## src/rtl/drfs_pkg.sv

```systemverilog
// Package: shared types and field positions for the DRAM refresh sequencer.
// Assumes a 15-bit control word; positions below are the decode contract.
package drfs_pkg;

    localparam int CFG_W      = 15;
    localparam int CODE_W     = 9;
    localparam int PRE_W      = 4;
    localparam int LEN_W      = 2;
    localparam int SEQ_CNT_W  = 3;

    localparam int F_RAS_LO   = 0;
    localparam int F_GAP_LO   = 2;
    localparam int F_NOMUX    = 4;
    localparam int F_SYNC     = 5;
    localparam int F_CODE_LO  = 6;

    typedef enum logic [1:0] {
        ST_IDLE   = 2'd0,
        ST_LEAD   = 2'd1,
        ST_ACTIVE = 2'd2,
        ST_GAP    = 2'd3
    } seq_state_e;

endpackage

```

## src/rtl/drfs_cfg_reg.sv

```systemverilog
// Module: control word holder.
// Splits the written word into fields, keeps the synchronous-mode bit
// sticky until reset, and emits a one-clock arm pulse after the very
// first write so the period counter can be loaded. Field contents before
// the first write are held at zero but are not used (armed stays low).
module drfs_cfg_reg
    import drfs_pkg::*;
(
    input  logic                 clk,
    input  logic                 rst_n,
    input  logic                 wr_en,
    input  logic [CFG_W-1:0]     wr_data,
    output logic [CODE_W-1:0]    period_code,
    output logic [LEN_W-1:0]     ras_code,
    output logic [LEN_W-1:0]     gap_code,
    output logic                 no_mux,
    output logic                 sync_sel,
    output logic                 armed,
    output logic                 arm_pulse
);

    logic [CODE_W-1:0] period_q;
    logic [LEN_W-1:0]  ras_q;
    logic [LEN_W-1:0]  gap_q;
    logic              nomux_q;
    logic              sync_q;
    logic              armed_q;
    logic              arm_q;

    // Capture the plain fields on every write.
    always_ff @(posedge clk) begin
        if (!rst_n) begin
            period_q <= '0;
            ras_q    <= '0;
            gap_q    <= '0;
            nomux_q  <= 1'b0;
        end else if (wr_en) begin
            period_q <= wr_data[F_CODE_LO +: CODE_W];
            ras_q    <= wr_data[F_RAS_LO  +: LEN_W];
            gap_q    <= wr_data[F_GAP_LO  +: LEN_W];
            nomux_q  <= wr_data[F_NOMUX];
        end
    end

    // Synchronous-mode select can only be set by a write, cleared by reset.
    always_ff @(posedge clk) begin
        if (!rst_n) begin
            sync_q <= 1'b0;
        end else if (wr_en) begin
            sync_q <= sync_q | wr_data[F_SYNC];
        end
    end

    // Track the first write and pulse once so the counter loads the new code.
    always_ff @(posedge clk) begin
        if (!rst_n) begin
            armed_q <= 1'b0;
            arm_q   <= 1'b0;
        end else begin
            arm_q <= wr_en && !armed_q;
            if (wr_en) begin
                armed_q <= 1'b1;
            end
        end
    end

    assign period_code = period_q;
    assign ras_code    = ras_q;
    assign gap_code    = gap_q;
    assign no_mux      = nomux_q;
    assign sync_sel    = sync_q;
    assign armed       = armed_q;
    assign arm_pulse   = arm_q;

endmodule

```

## src/rtl/drfs_interval_timer.sv

```systemverilog
// Module: prescaled refresh period counter.
// A PRE_W-bit prescaler divides the clock by 2**PRE_W and a CODE_W-bit
// major counter counts prescaler wraps. A load sets it so that 'due'
// rises (code+1)*2**PRE_W - 1 clocks later; it then holds at zero until
// the next load. Assumes load is pulsed at refresh start.
module drfs_interval_timer #(
    parameter int PRE_W  = 4,
    parameter int CODE_W = 9
) (
    input  logic              clk,
    input  logic              rst_n,
    input  logic              en,
    input  logic              load,
    input  logic [CODE_W-1:0] load_code,
    output logic              due
);

    logic [PRE_W-1:0]  pre_q;
    logic [CODE_W-1:0] maj_q;
    logic              pre_zero;
    logic              maj_zero;

    assign pre_zero = (pre_q == '0);
    assign maj_zero = (maj_q == '0);

    // Reload on request, otherwise count down and hold at zero.
    always_ff @(posedge clk) begin
        if (!rst_n) begin
            pre_q <= '0;
            maj_q <= '0;
        end else if (load) begin
            pre_q <= '1;
            maj_q <= load_code;
        end else if (en) begin
            if (!pre_zero) begin
                pre_q <= pre_q - 1'b1;
            end else if (!maj_zero) begin
                pre_q <= '1;
                maj_q <= maj_q - 1'b1;
            end
        end
    end

    assign due = en && pre_zero && maj_zero;

endmodule

```

## src/rtl/drfs_strobe_fsm.sv

```systemverilog
// Module: refresh strobe sequencer and access arbitration.
// Withdraws the grant while a refresh is due, starts once the access
// engine is idle, then walks lead (columns only), active (row and
// columns) and gap (precharge, grant held low). Strobe lengths are
// snapshotted at start. Strobes are registered from the next state.
module drfs_strobe_fsm
    import drfs_pkg::*;
#(
    parameter int NCAS = 4
) (
    input  logic              clk,
    input  logic              rst_n,
    input  logic              due,
    input  logic              acc_busy,
    input  logic [LEN_W-1:0]  ras_code,
    input  logic [LEN_W-1:0]  gap_code,
    output logic              start,
    output logic              acc_grant,
    output logic              ras_n,
    output logic [NCAS-1:0]   cas_n
);

    seq_state_e           state_q, state_d;
    logic [SEQ_CNT_W-1:0] cnt_q, cnt_d;
    logic [SEQ_CNT_W-1:0] ras_m1_q, gap_m1_q;
    logic                 ras_q;
    logic                 col_on_d;

    assign start = (state_q == ST_IDLE) && due && !acc_busy;

    // Next-state and phase counter selection.
    always_comb begin
        state_d = state_q;
        cnt_d   = cnt_q;
        unique case (state_q)
            ST_IDLE: begin
                if (start) begin
                    state_d = ST_LEAD;
                end
            end
            ST_LEAD: begin
                state_d = ST_ACTIVE;
                cnt_d   = ras_m1_q;
            end
            ST_ACTIVE: begin
                if (cnt_q == '0) begin
                    state_d = ST_GAP;
                    cnt_d   = gap_m1_q;
                end else begin
                    cnt_d = cnt_q - 1'b1;
                end
            end
            ST_GAP: begin
                if (cnt_q == '0) begin
                    state_d = ST_IDLE;
                end else begin
                    cnt_d = cnt_q - 1'b1;
                end
            end
            default: state_d = ST_IDLE;
        endcase
    end

    // State, phase counter and length snapshot registers.
    always_ff @(posedge clk) begin
        if (!rst_n) begin
            state_q  <= ST_IDLE;
            cnt_q    <= '0;
            ras_m1_q <= '0;
            gap_m1_q <= '0;
        end else begin
            state_q <= state_d;
            cnt_q   <= cnt_d;
            if (start) begin
                ras_m1_q <= SEQ_CNT_W'(ras_code) + SEQ_CNT_W'(1);
                gap_m1_q <= SEQ_CNT_W'(gap_code);
            end
        end
    end

    assign col_on_d = (state_d == ST_LEAD) || (state_d == ST_ACTIVE);

    // Registered row strobe, low only in the active phase.
    always_ff @(posedge clk) begin
        if (!rst_n) begin
            ras_q <= 1'b1;
        end else begin
            ras_q <= (state_d != ST_ACTIVE);
        end
    end

    // One registered column strobe per lane, all driven alike.
    for (genvar g = 0; g < NCAS; g++) begin : g_lane
        logic cas_q;
        // Lane flop: low through lead and active phases.
        always_ff @(posedge clk) begin
            if (!rst_n) begin
                cas_q <= 1'b1;
            end else begin
                cas_q <= !col_on_d;
            end
        end
        assign cas_n[g] = cas_q;
    end

    assign ras_n     = ras_q;
    assign acc_grant = (state_q == ST_IDLE) && !due;

endmodule

```

## src/rtl/dram_refresh_seq.sv

```systemverilog
// Module: top of the DRAM refresh sequencer.
// Ties the control word, period counter and strobe sequencer together.
// The counter reloads at the arming write and at every refresh start;
// synchronous mode masks the due request so no refresh begins.
module dram_refresh_seq
    import drfs_pkg::*;
#(
    parameter int NCAS = 4
) (
    input  logic              clk,
    input  logic              rst_n,
    input  logic              cfg_wr,
    input  logic [14:0]       cfg_wdata,
    input  logic              acc_busy,
    output logic              acc_grant,
    output logic              ras_n,
    output logic [NCAS-1:0]   cas_n,
    output logic              no_mux,
    output logic              sync_sel
);

    logic [CODE_W-1:0] period_code;
    logic [LEN_W-1:0]  ras_code;
    logic [LEN_W-1:0]  gap_code;
    logic              armed;
    logic              arm_pulse;
    logic              due_raw;
    logic              due;
    logic              start;

    drfs_cfg_reg u_cfg (
        .clk         (clk),
        .rst_n       (rst_n),
        .wr_en       (cfg_wr),
        .wr_data     (cfg_wdata),
        .period_code (period_code),
        .ras_code    (ras_code),
        .gap_code    (gap_code),
        .no_mux      (no_mux),
        .sync_sel    (sync_sel),
        .armed       (armed),
        .arm_pulse   (arm_pulse)
    );

    drfs_interval_timer #(
        .PRE_W  (PRE_W),
        .CODE_W (CODE_W)
    ) u_timer (
        .clk       (clk),
        .rst_n     (rst_n),
        .en        (armed),
        .load      (start || arm_pulse),
        .load_code (period_code),
        .due       (due_raw)
    );

    assign due = due_raw && !sync_sel;

    drfs_strobe_fsm #(
        .NCAS (NCAS)
    ) u_fsm (
        .clk       (clk),
        .rst_n     (rst_n),
        .due       (due),
        .acc_busy  (acc_busy),
        .ras_code  (ras_code),
        .gap_code  (gap_code),
        .start     (start),
        .acc_grant (acc_grant),
        .ras_n     (ras_n),
        .cas_n     (cas_n)
    );

endmodule

```

## config.mk

```make
export PLATFORM = sky130hd
export DESIGN_NAME = dram_refresh_seq
export DESIGN_NICKNAME = d
export VERILOG_FILES = /design/src/rtl/drfs_pkg.sv /design/src/rtl/drfs_cfg_reg.sv /design/src/rtl/drfs_interval_timer.sv /design/src/rtl/drfs_strobe_fsm.sv /design/src/rtl/dram_refresh_seq.sv
export SDC_FILE = /design/constraint.sdc
export NUM_CORES = 1
export LEC_CHECK = 0
export BUFFER_PORTS_ARGS = -buffer_cell sky130_fd_sc_hd__buf_2
export CAP_MARGIN = 20
export CORE_ASPECT_RATIO = 0.75
export CORE_MARGIN = 2
export CORE_UTILIZATION = 50
export CTS_BUF_LIST = sky130_fd_sc_hd__clkbuf_8
export DETAILED_ROUTE_END_ITERATION = 12
export PLACE_DENSITY = 0.74
export SLEW_MARGIN = 25
export SYNTH_ARGS = -nofsm -noshare
export SYNTH_HDL_FRONTEND = slang
export SYNTH_SLANG_ARGS = --single-unit
```

## constraint.sdc

```tcl
create_clock -name clk -period 2.5 [get_ports clk]
set_input_delay 0.375 -clock clk [delete_from_list [all_inputs] [get_ports clk]]
set_output_delay 0.375 -clock clk [all_outputs]
set_load 0.02 [all_outputs]
```

Yosys cells after proc, flatten, opt, wreduce, memory -nomap -nowiden

Index checks and enable logic that the tools add are counted.
Widths: inputs -> output; s select.

Equal/unequal tests: 9
Add/sub/neg operators: 4
Bitwise logic cells: 1
Reductions and logical operators: 24
Mux-type cells: 15

Operators with widths:

| operator            | number |
|---|---|
| $mux 9              | 4 |
| $mux 4              | 4 |
| $logic_not 9->1     | 1 |
| $pmux 3 s3          | 1 |
| $sub 9x1->9 const B | 1 |
| $pmux 2 s4          | 1 |
| $logic_and 1x1->1   | 7 |
| $eq 2x2->1 const B  | 3 |
| $mux 2              | 3 |
| $mux 3              | 2 |
| $logic_not 1->1     | 5 |
| $eq 2x1->1 const B  | 2 |
| $logic_not 4->1     | 1 |
| $ne 2x2->1 const B  | 2 |
| $reduce_and 2->1    | 2 |
| $reduce_bool 2->1   | 2 |
| $sub 4x1->4 const B | 1 |
| $add 2x1->3 const B | 1 |
| $logic_not 3->1     | 1 |
| $ne 3x2->1 const B  | 1 |
| $reduce_and 3->1    | 1 |
| $reduce_bool 3->1   | 1 |
| $sub 3x1->3 const B | 1 |
| $logic_not 2->1     | 1 |
| other kinds (3)     | 4 |

Word-level logic and storage cells: 68
Output and inout bits: 8
Register bits after elaboration: 42
Input port bits: 19

Logic depth before layout (Yosys ltp)

Gate-level depths: netlist (run 1).

Depth after elaboration: 11
Mapped depth: 9
Mapped depth without buffers: 8

Cells and area by module

From an unflattened synthesis (run 1), not the netlist that was laid out.

Cells, all modules: 215
Area total of the unflattened synthesis: 2068.2 um^2

Modules (own cells, without submodules):

| module              | times used | area each (um^2) | sequential area each (um^2) | cells each |
|---|---|---|---|---|
| drfs_interval_timer | 1          | 797.0            | 260.2                       | 97 |
| drfs_cfg_reg        | 1          | 629.4            | 340.3                       | 53 |
| drfs_strobe_fsm     | 1          | 629.4            | 240.2                       | 63 |
| dram_refresh_seq    | 1          | 12.5             | 0.0                         | 2 |

Least setup slack after synthesis (run 1)

OpenSTA, ideal clock, no wires.

Path kind: register -> register
From: register u_timer.pre_q[0]
To: register u_fsm.g_lane[0].cas_q
Cell stages (with the launch flop): 8
Path buffers: 0
Required time: 2.383 ns
Slack: 0.190 ns
Arrival time: 2.193 ns
Setup time: 0.117 ns
Clock period less this slack: 2.310 ns
Cells stage by stage: dfxtp_1 -> inv_1 -> ha_1 -> or4bb_1 -> nor4_4 -> a221oi_1 -> ha_1 -> nand2b_1

Word-level cells in the longest chain between the ends: 11
Elaborated cells between the ends (all ways): 12
Classes of those cells: 2 x eq/ne; 2 x mux; 8 x reduce/logical

Ends and longest elaborated chain:

| item                                     | RTL line                  | RTL |
|---|---|---|
| start: declaration                       | drfs_interval_timer.sv:18 | `logic [PRE_W-1:0] pre_q;` |
| start signal: assignment                 | drfs_interval_timer.sv:36 | `pre_q <= pre_q - 1'b1;` |
| $logic_not 4->1 (*)                      | drfs_interval_timer.sv:23 | `assign pre_zero = (pre_q == '0);` |
| $logic_and 1x1->1 (*) (2 in series)      | drfs_interval_timer.sv:44 | `assign due = en && pre_zero && maj_zero;` |
| $logic_and 1x1->1 (*)                    | dram_refresh_seq.sv:57    | `assign due = due_raw && !sync_sel;` |
| $logic_and 1x1->1 (*) (2 in series)      | drfs_strobe_fsm.sv:29     | `assign start = (state_q == ST_IDLE) && due && !acc_busy;` |
| $mux 2 (*)                               | drfs_strobe_fsm.sv:37     | `if (start) begin` |
| $pmux 2 s4 (*)                           | drfs_strobe_fsm.sv:35     | `unique case (state_q)` |
| $eq 2x1->1 or $eq 2x2->1 (tied branches) | drfs_strobe_fsm.sv:81     | `assign col_on_d = (state_d == ST_LEAD) \|\| (state_d == ST_ACTIVE);` |
| $logic_or 1x1->1 (*)                     | drfs_strobe_fsm.sv:81     |  |
| $logic_not 1->1 (*)                      | drfs_strobe_fsm.sv:100    | `cas_q <= !col_on_d;` |
| end signal: assignment                   | drfs_strobe_fsm.sv:100    |  |
| end: declaration                         | drfs_strobe_fsm.sv:94     | `logic cas_q;` |

Every way passes the cells marked *; elsewhere a longest branch is shown, timed or not.
A chain may end at the register's enable or synchronous reset.

Worst setup path in the final report (run 1)

From: register u_timer.pre_q[0]
To: output port acc_grant

Word-level cells in the longest chain between the ends: 6

Ends and longest elaborated chain:

| item                            | RTL line                  | RTL |
|---|---|---|
| $logic_not 4->1                 | drfs_interval_timer.sv:23 |  |
| $logic_and 1x1->1 (2 in series) | drfs_interval_timer.sv:44 |  |
| $logic_and 1x1->1               | dram_refresh_seq.sv:57    |  |
| $logic_not 1->1                 | drfs_strobe_fsm.sv:107    | `assign acc_grant = (state_q == ST_IDLE) && !due;` |
| $logic_and 1x1->1               | drfs_strobe_fsm.sv:107    |  |
| end: declaration                | dram_refresh_seq.sv:15    | `output logic acc_grant,` |

No other way between the ends.

==> results of run 1 <==
==> cells in the final DEF, fill, tap and decap left out, types with 2 or more instances in the layout <==
master and instances:
a221oi_1 3, o21ai_0 13, or3_1 2, buf_4 7
xor2_1 3, a31oi_1 7, nand2b_1 2, clkbuf_8 5
a21oi_1 16, inv_1 13, ha_1 12, dfxtp_1 42
nor3_1 5, buf_2 26, nor3b_1 3, clkinvlp_4 2
mux2_2 2, nor2_1 29, nor2b_1 2, nand2_1 8
nor4_1 2, o211ai_1 4, mux2i_1 19, o22ai_1 3
==> logic make-up after synthesis <==
family          after synthesis  share of synthesized area [%]
flops                        42                           41.2
simple gates                 64                           16.7
mux                          21                           10.4
xor+xnor                      4                           1.72
compound gates               54                           16.2
buf+inv                      29                           6.32
fa+ha+maj                    12                           7.36
==> worst paths after layout <==
kind	from	to	slack [ns]	cells after the start
setup / recovery	u_timer.pre_q[0]	acc_grant	0.15	5
hold / removal	cfg_wdata[4]	u_cfg.no_mux	0.32	3
setup reg to reg	u_timer.pre_q[0]	u_timer.maj_q[7]	0.26	6
hold reg to reg	u_cfg.period_code[1]	u_timer.maj_q[1]	0.48	2
==> routing by layer <==
| layer | GRT usage [%] | share of wire, % | up-vias |
|---|---|---|---|
| met4 | 5.61 | 0.45 | 0 |
| met2 | 29.8 | 40 | 51 |
| met1 | 27.3 | 51 | 743 |
| li1 | - | - | 854 |
| met5 | 0 | 0 | - |
| met3 | 5.49 | 8.1 | 2 |
==> sequential cells by signal, indices dropped and copies added (netlist names) <==
| signal | count |
|---|---|
| u_cfg.arm_pulse | 1 |
| u_cfg.armed | 1 |
| u_cfg.gap_code | 2 |
| u_cfg.no_mux | 1 |
| u_cfg.period_code | 9 |
| u_cfg.ras_code | 2 |
| u_cfg.sync_sel | 1 |
| u_fsm.cnt_q | 3 |
| u_fsm.g_lane.cas_q | 1 |
| u_fsm.gap_m1_q | 2 |
| u_fsm.ras_m1_q | 3 |
| u_fsm.ras_n | 1 |
| u_fsm.state_q | 2 |
| u_timer.maj_q | 9 |
| u_timer.pre_q | 4 |
==> final cells by class <==
class,instances,area share (%)
Timing Repair Buffer,33,7.84
Sequential cell,42,36.1
Clock inverter,3,1.93
Inverter,14,2.26
Tap cell,55,2.95
Clock buffer,5,2.95
Multi-Input combinational cell,155,46.0
==> report_power, final <==
group | switching, µW | total [µW] | internal (µW)
Sequential | 46.2 | 766 | 720
Combinational | 191 | 341 | 150
Clock | 235 | 532 | 297
==> metrics by stage <==
| step | power [µW] | utilization (%) |
|---|---|---|
| global placement | 1110 | 55.7 |
| detailed placement | 1120 | 55.7 |
| finish | 1640 | 58.6 |
| CTS | 1650 | 58.6 |
| global route | 1740 | 58.6 |
| floorplan | 1020 | - |
==> worst max-delay path, cell delays in order, from the launching register on <==
cell     delay (ns)
dfxtp_1        0.34
inv_1          0.09
ha_1           0.20
or4bb_1        0.58
o31a_1         0.32
buf_2          0.16
==> impl_metrics.ini, run 1 <==
[power]
ir_drop_uv = 450
leakage_uw = 0.000940
power-per-cell-area_nw_per_um2 = 704

[route]
via_per_inst = 5.37
drtAntennaViolNets = 0
drt_first_iter_violations = 72
drc = 0
first_pass_iters = 4
via_count = 1650
wirelength_mm = 3.96
post_drt_wl_per_cell_um = 12.9

[job]
cap_violations = 0

[clocking]
post-cts-setup-buffers = 0
cts.sinks = 42
ctsHoldBuffers = 0
cts.clk_slew.worst_paths_ns = 0.08
cts_resized = 0
h-tree-depth = 2
clockBufferDepth = 2
cts-root-buf = clkbuf_8
cts_tree = yes
clk_latency_ns = 0.29
cts_buffers = 5

[synth]
ys.flop_type = dfxtp_1
yosys.area.top_type_share_pct = 41.2
ys_seq_area_share_pct = 41.2
netlist_area_um2 = 2040
postSynthCellCount = 226
synth_edf_count = 0
netlist_top_cells_area = dfxtp_1 41%, mux2i_1 9.3%, ha_1 7.4%
synth-warning-count = 0
synth-async-reset-ratio_pct = 0
synthTopCellsByCount = 42 x dfxtp_1, 29 x nor2_1, 19 x mux2i_1
synth.distinct_cells = 45
synth.most_common_cell = dfxtp_1
synth-seq-cells = 42
syn-num-nets = 257
synth.avg_cell_area_um2 = 9.03
yosysTopAreaCell = dfxtp_1

[sta]
slew-limit-headroom_pct = 61.9
final-hold-violation-count = 0
slew_violations = 0
finalClockSkew_ns = 0.00438
holdWs_ns = 0.320
worst_slew_pin_slew_ns = 0.566
setup-violations-final = 0
rsz0062_at_grt = false
period_share_pct = 94.0
max_freq_ghz = 0.426
timing.setup.tns_ns = 0
setup_slack_ns = 0.150
fin_crit_ns = 2.35

[cells_and_area]
seq_area_um2 = 841
fill_cells = 353
finalNonFillerCells = 307
diodes = 0
num-nets-final = 282
drive_above_1_share_pct = 19.0
multi_input_area_um2 = 1070
fin_area_um2 = 2330
syn2layout_area_growth_pct = 14.2

[grt]
grt-ovfl-total = 0
grt_max_degree = 29
grt_pass1_wl_mm = 7.03
grt_pass1_vias = 1522
track_usage_pct = 19.5
antenna_found_initial = 0

[place]
dpl_cell_area_um2 = 2220
pre_cts_ws_ns = 0.274
gp_congestion = 0.807
place_inst = 299
port_buffers = 26
hpwl_mm = 2.87

[min_path]
hp-class = input pin to register

[critical_path]
critPathRequiredTime_ns = 2.12
path_class = register to output port
crit_arrival_ns = 1.97
endpoint_kind = output port
crit_fanout = 4
critPathLaunchType = register

[outcome]
outcome = complete, no violations

[die]
initial_core_util_pct = 51.3
die_x_um = 77.8
dieArea_um2 = 4610
row_count = 20
core-area_um2 = 3980
die_h_um = 59.3
io_pins = 27
(Power assumes the default switching activity.)
==> run 2: changes to the inputs <==
--- a/config.mk
+++ b/config.mk
@@ -10,7 +10,7 @@
 export CORE_ASPECT_RATIO = 0.75
 export CORE_MARGIN = 2
 export CORE_UTILIZATION = 50
-export CTS_BUF_LIST = sky130_fd_sc_hd__clkbuf_8
+export CTS_BUF_LIST = sky130_fd_sc_hd__clkbuf_16
 export DETAILED_ROUTE_END_ITERATION = 12
 export PLACE_DENSITY = 0.74
 export SLEW_MARGIN = 25
==> run 2 against run 1 <==
  * Via count increased by 1.6%
  * Hold slack improved by 0.0030 ns
  * Cell count unchanged
  * Register-to-register slack about the same
  * Maximum frequency increased by 0.18%
  * Design area increased by 2.4%
  * Global-route usage increased by 0.65 points
  * Total power increased by 12%
  * Core utilization increased by 1.4 points
  * Critical endpoint unchanged
  * Largest cell class unchanged
==> impl_metrics.ini, run 2 (synthesized netlist as in run 1, its figures left out) <==
[clocking]
cts_buffers = 5
cts-root-buf = clkbuf_16
cts_tree = yes
post-cts-setup-buffers = 0
cts_resized = 0
clockBufferDepth = 2
cts.clk_slew.worst_paths_ns = 0.06
ctsHoldBuffers = 0
clk_latency_ns = 0.28
h-tree-depth = 2
cts.sinks = 42

[critical_path]
path_class = register to output port
worst-path-buf-inv = 2
worst-path-stages = 5
critPathRequiredTime_ns = 2.12
rrSetupSlack_ns = 0.25
critPathLaunchType = register
slowest_stage = or4bb_1
crit_fanout = 4
crit_arrival_ns = 1.97
worstRegToRegCells = 6
crit_chain = inv_1 -> ha_1 -> or4bb_1 -> o31a_1 -> buf_2
critPathMaxStageDelay_ns = 0.59
cp_top_family = simple AND/OR/NAND/NOR gates
endpoint_kind = output port

[die]
row_count = 20
core-area_um2 = 3980
die_h_um = 59.3
die_x_um = 77.8
io_pins = 27
initial_core_util_pct = 51.3
dieArea_um2 = 4610

[place]
port_buffers = 26
place_inst = 299
gp_congestion = 0.807
hpwl_mm = 2.87
pre_cts_ws_ns = 0.274

[sta]
setup_slack_ns = 0.154
timing.setup.tns_ns = 0
final-hold-violation-count = 0
slew_violations = 0
slew-limit-headroom_pct = 63.5
setup-violations-final = 0
fin_crit_ns = 2.35
rsz0062_at_grt = false
finalClockSkew_ns = 0.00314
worst_slew_pin_slew_ns = 0.543
max_freq_ghz = 0.426
period_share_pct = 93.8

[power]
seq_power_share_pct = 41.7
ir_drop_uv = 468
p_clk_share_pct = 39.7
p_sw_share_pct = 27.2
p_int_uw = 1340
leakage_uw = 0.000966
p_comb_share_pct = 18.6
power.switching_uw = 500
power-per-cell-area_nw_per_um2 = 772

[job]
cap_violations = 0

[grt]
grt-ovfl-total = 0
grt_pass1_wl_mm = 7.22
antenna_found_initial = 0
track_usage_pct = 20.2
grt_max_degree = 29
grt_pass1_vias = 1578

[route]
via_per_inst = 5.46
via_count = 1676
first_pass_iters = 4
post_drt_wl_per_cell_um = 13.2
drt_first_iter_violations = 93
wirelength_mm = 4.04
drc = 0
drtAntennaViolNets = 0

[cells_and_area]
syn2layout_area_growth_pct = 16.9
mostFrequentLayoutCell = dfxtp_1
most-common-layout-cells = 42 x dfxtp_1, 29 x nor2_1, 26 x buf_2
finalNonFillerCells = 307
num-nets-final = 282
diodes = 0
drive_above_1_share_pct = 19.0

[outcome]
outcome = complete, no violations

[min_path]
hp-class = input pin to register
hold_depth = 3
run 2: cell count changes in the layout (fill, tap and decap cells not counted):
cell,previous run,this run
clkbuf_16,0,5
clkbuf_8,5,0
run 2: metrics by stage:
stage | total power [µW] | util [%] | hold slack [ns] | instance area, µm²
2_1_floorplan | 1020 | - | 0.446 | 2040
3_3_place_gp | 1110 | 55.7 | 0.468 | 2220
3_5_place_dp | 1120 | 55.7 | 0.471 | 2220
4_1_cts | 1860 | 60.0 | 0.324 | 2390
5_1_grt | 1940 | 60.0 | 0.325 | 2390
6_report | 1840 | 60.0 | 0.324 | 2390
run 2: tightest hold or removal path: cells and delay by family:
family          cells  cell delay (ns)
compound gates      1             0.05
buf+inv             1             0.08
simple gates        1             0.07
run 2: path summary, 6_finish.rpt:
check                                           from               end
worst max register to register      u_timer.pre_q[0]  u_timer.maj_q[7]
worst min register to register  u_cfg.period_code[1]  u_timer.maj_q[1]
worst min-delay path                    cfg_wdata[5]    u_cfg.sync_sel
worst max-delay path                u_timer.pre_q[0]         acc_grant
run 2: area by class of cell:
cell class,instances,area [µm²]
Sequential cell,42,841
Fill cell,346,1590
Clock buffer,5,125
Inverter,14,52.6
Tap cell,55,68.8
Timing Repair Buffer,33,183
Multi-Input combinational cell,155,1070
Clock inverter,3,45.0
run 2: power by group through the flow:
stage	clock [µW]	sequential (µW)	combinational, µW
floorplan	0	772	252
global placement	0	779	330
detailed placement	0	781	336
CTS	749	767	339
global route	777	776	384
finish	732	768	342
run 2: metal layers:
metal,vias up,GRT usage [%],share of wire [%]
li1,858,-,-
met1,758,27.1,52
met2,55,31.0,40
met3,5,5.49,6.1
met4,0,8.42,1.2
met5,-,0,0
==> run 3: changes to the inputs <==
--- a/config.mk
+++ b/config.mk
@@ -9,10 +9,11 @@
 export CAP_MARGIN = 20
 export CORE_ASPECT_RATIO = 0.75
 export CORE_MARGIN = 2
-export CORE_UTILIZATION = 50
+export CORE_UTILIZATION = 56
 export CTS_BUF_LIST = sky130_fd_sc_hd__clkbuf_16
 export DETAILED_ROUTE_END_ITERATION = 12
-export PLACE_DENSITY = 0.74
+export PLACE_DENSITY = 0.78
+export REMOVE_ABC_BUFFERS = 1
 export SLEW_MARGIN = 25
 export SYNTH_ARGS = -nofsm -noshare
 export SYNTH_HDL_FRONTEND = slang
==> run 3 against run 2 <==
  * Count of clock-buffer cells in the layout is the same
  * Register-to-register slack improved by 0.04 ns
  * Clock power shrank 17%
  * Hold slack is essentially flat
  * Highest routed layer unchanged
  * Total power shrank 7.3%
  * Die area decreased by 10%
  * Core utilization increased by 8.9 points
  * Maximum frequency fell by 0.13%
==> impl_metrics.ini, run 3 (synthesized netlist as in run 1, its figures left out) <==
[sta]
final-hold-violation-count = 0
period_share_pct = 93.9
slew-limit-headroom_pct = 63.0
setup_slack_ns = 0.151
slew_violations = 0
finalClockSkew_ns = 0.00400
fin_crit_ns = 2.35
timing.setup.tns_ns = 0
max_freq_ghz = 0.426
rsz0062_at_grt = false
worst_slew_pin_slew_ns = 0.547
setup-violations-final = 0

[clocking]
clk_latency_ns = 0.29
h-tree-depth = 2
cts_resized = 0
cts-root-buf = clkbuf_16
cts_tree = yes
ctsHoldBuffers = 0
cts_buffers = 5
post-cts-setup-buffers = 0
clockBufferDepth = 2
cts.sinks = 42
cts.clk_slew.worst_paths_ns = 0.05

[cells_and_area]
mostFrequentLayoutCell = dfxtp_1
multi_input_area_um2 = 1070
finalNonFillerCells = 291
drive_above_1_share_pct = 17.9
seq_area_um2 = 841
fin_area_um2 = 2330
most-common-layout-cells = 42 x dfxtp_1, 29 x nor2_1, 26 x buf_2
syn2layout_area_growth_pct = 14.0
num-nets-final = 281
fill_cells = 297
diodes = 0

[place]
hpwl_mm = 2.92
pre_cts_ws_ns = 0.304
dpl_cell_area_um2 = 2190
port_buffers = 26
gp_congestion = 0.859
place_inst = 283

[grt]
grt-ovfl-total = 0
grt_max_degree = 29
track_usage_pct = 22.0
grt_pass1_vias = 1536
antenna_found_initial = 0
grt_pass1_wl_mm = 7.02

[power]
ir_drop_uv = 468
leakage_uw = 0.000957
power-per-cell-area_nw_per_um2 = 734

[critical_path]
critPathRequiredTime_ns = 2.12
worstRegToRegCells = 6
slowest_stage = nor4b_1
critPathMaxStageDelay_ns = 0.46
endpoint_kind = output port
path_class = register to output port
crit_chain = inv_1 -> ha_1 -> nor4b_1 -> nand2_1 -> o31a_1 -> buf_2
crit_fanout = 3
crit_arrival_ns = 1.97
worst-path-buf-inv = 2
timing.rr.end = u_timer.maj_q[7]
cp_top_family = simple AND/OR/NAND/NOR gates
rrSetupSlack_ns = 0.29
r2r-start = u_timer.maj_q[0]
critPathLaunchType = register

[outcome]
outcome = complete, no violations

[die]
io_pins = 27
die_h_um = 56.3
initial_core_util_pct = 60.4
core-area_um2 = 3380
row_count = 18
die_x_um = 73.7
dieArea_um2 = 4150

[min_path]
hp-class = input pin to register
hold_end = u_cfg.period_code[1]
min_from = cfg_wdata[7]
hold_depth = 3

[route]
drc = 0
via_count = 1658
wirelength_mm = 4.25
drtAntennaViolNets = 0
via_per_inst = 5.70
first_pass_iters = 4
drt_first_iter_violations = 82
post_drt_wl_per_cell_um = 14.6

[job]
cap_violations = 0
[run 3: tightest hold or removal path: cells and delay by family]
| family | cells | cell delay (ns) |
|---|---|---|
| muxes | 1 | 0.05 |
| buffers and inverters | 1 | 0.07 |
| and+or+nand+nor | 1 | 0.07 |
[run 3: final cells by class]
type,instances,share of cell area (%)
multi-input cells,155,46.0
flip-flops and latches,42,36.1
repair buffers,32,7.53
clock buffers,5,5.38
inverters,14,2.26
well taps,40,2.15
clock inverters,3,0.538
[run 3: worst max-delay path by stage]
stage	from	end	slack (ns)	depth (start not counted)
floorplan	u_timer.pre_q[0]	u_fsm.g_lane[0].cas_q	0.19	7
global placement	u_timer.pre_q[0]	u_timer.maj_q[7]	0.36	6
detailed placement	u_timer.pre_q[0]	u_timer.maj_q[7]	0.30	6
CTS	u_timer.pre_q[0]	acc_grant	0.18	5
global route	u_timer.maj_q[0]	acc_grant	0.05	6
finish	u_timer.maj_q[0]	acc_grant	0.15	6
[run 3: per-stage QoR]
| step | hold slack [ns] | utilization, % | power (µW) |
|---|---|---|---|
| 2_1_floorplan | 0.444 | - | 1000 |
| 3_3_place_gp | 0.459 | 64.8 | 1090 |
| 3_5_place_dp | 0.471 | 64.8 | 1110 |
| 4_1_cts | 0.321 | 68.9 | 1720 |
| 5_1_grt | 0.334 | 68.9 | 1780 |
| 6_report | 0.323 | 68.9 | 1710 |
[run 3: where the power goes]
group	internal (µW)	switching (µW)	leakage, µW
registers	721	46.3	0.000345
clock network	361	250	0.0000724
logic	137	193	0.000540
total	1220	489	0.000957
[run 3: metal layers]
metal  wire, µm  GRT usage [%]  up-vias
li1           -              -      854
met1       2210           31.3      759
met2       1770           31.4       34
met3        173           5.03       11
met4         93           10.1        0
met5          0              0        -
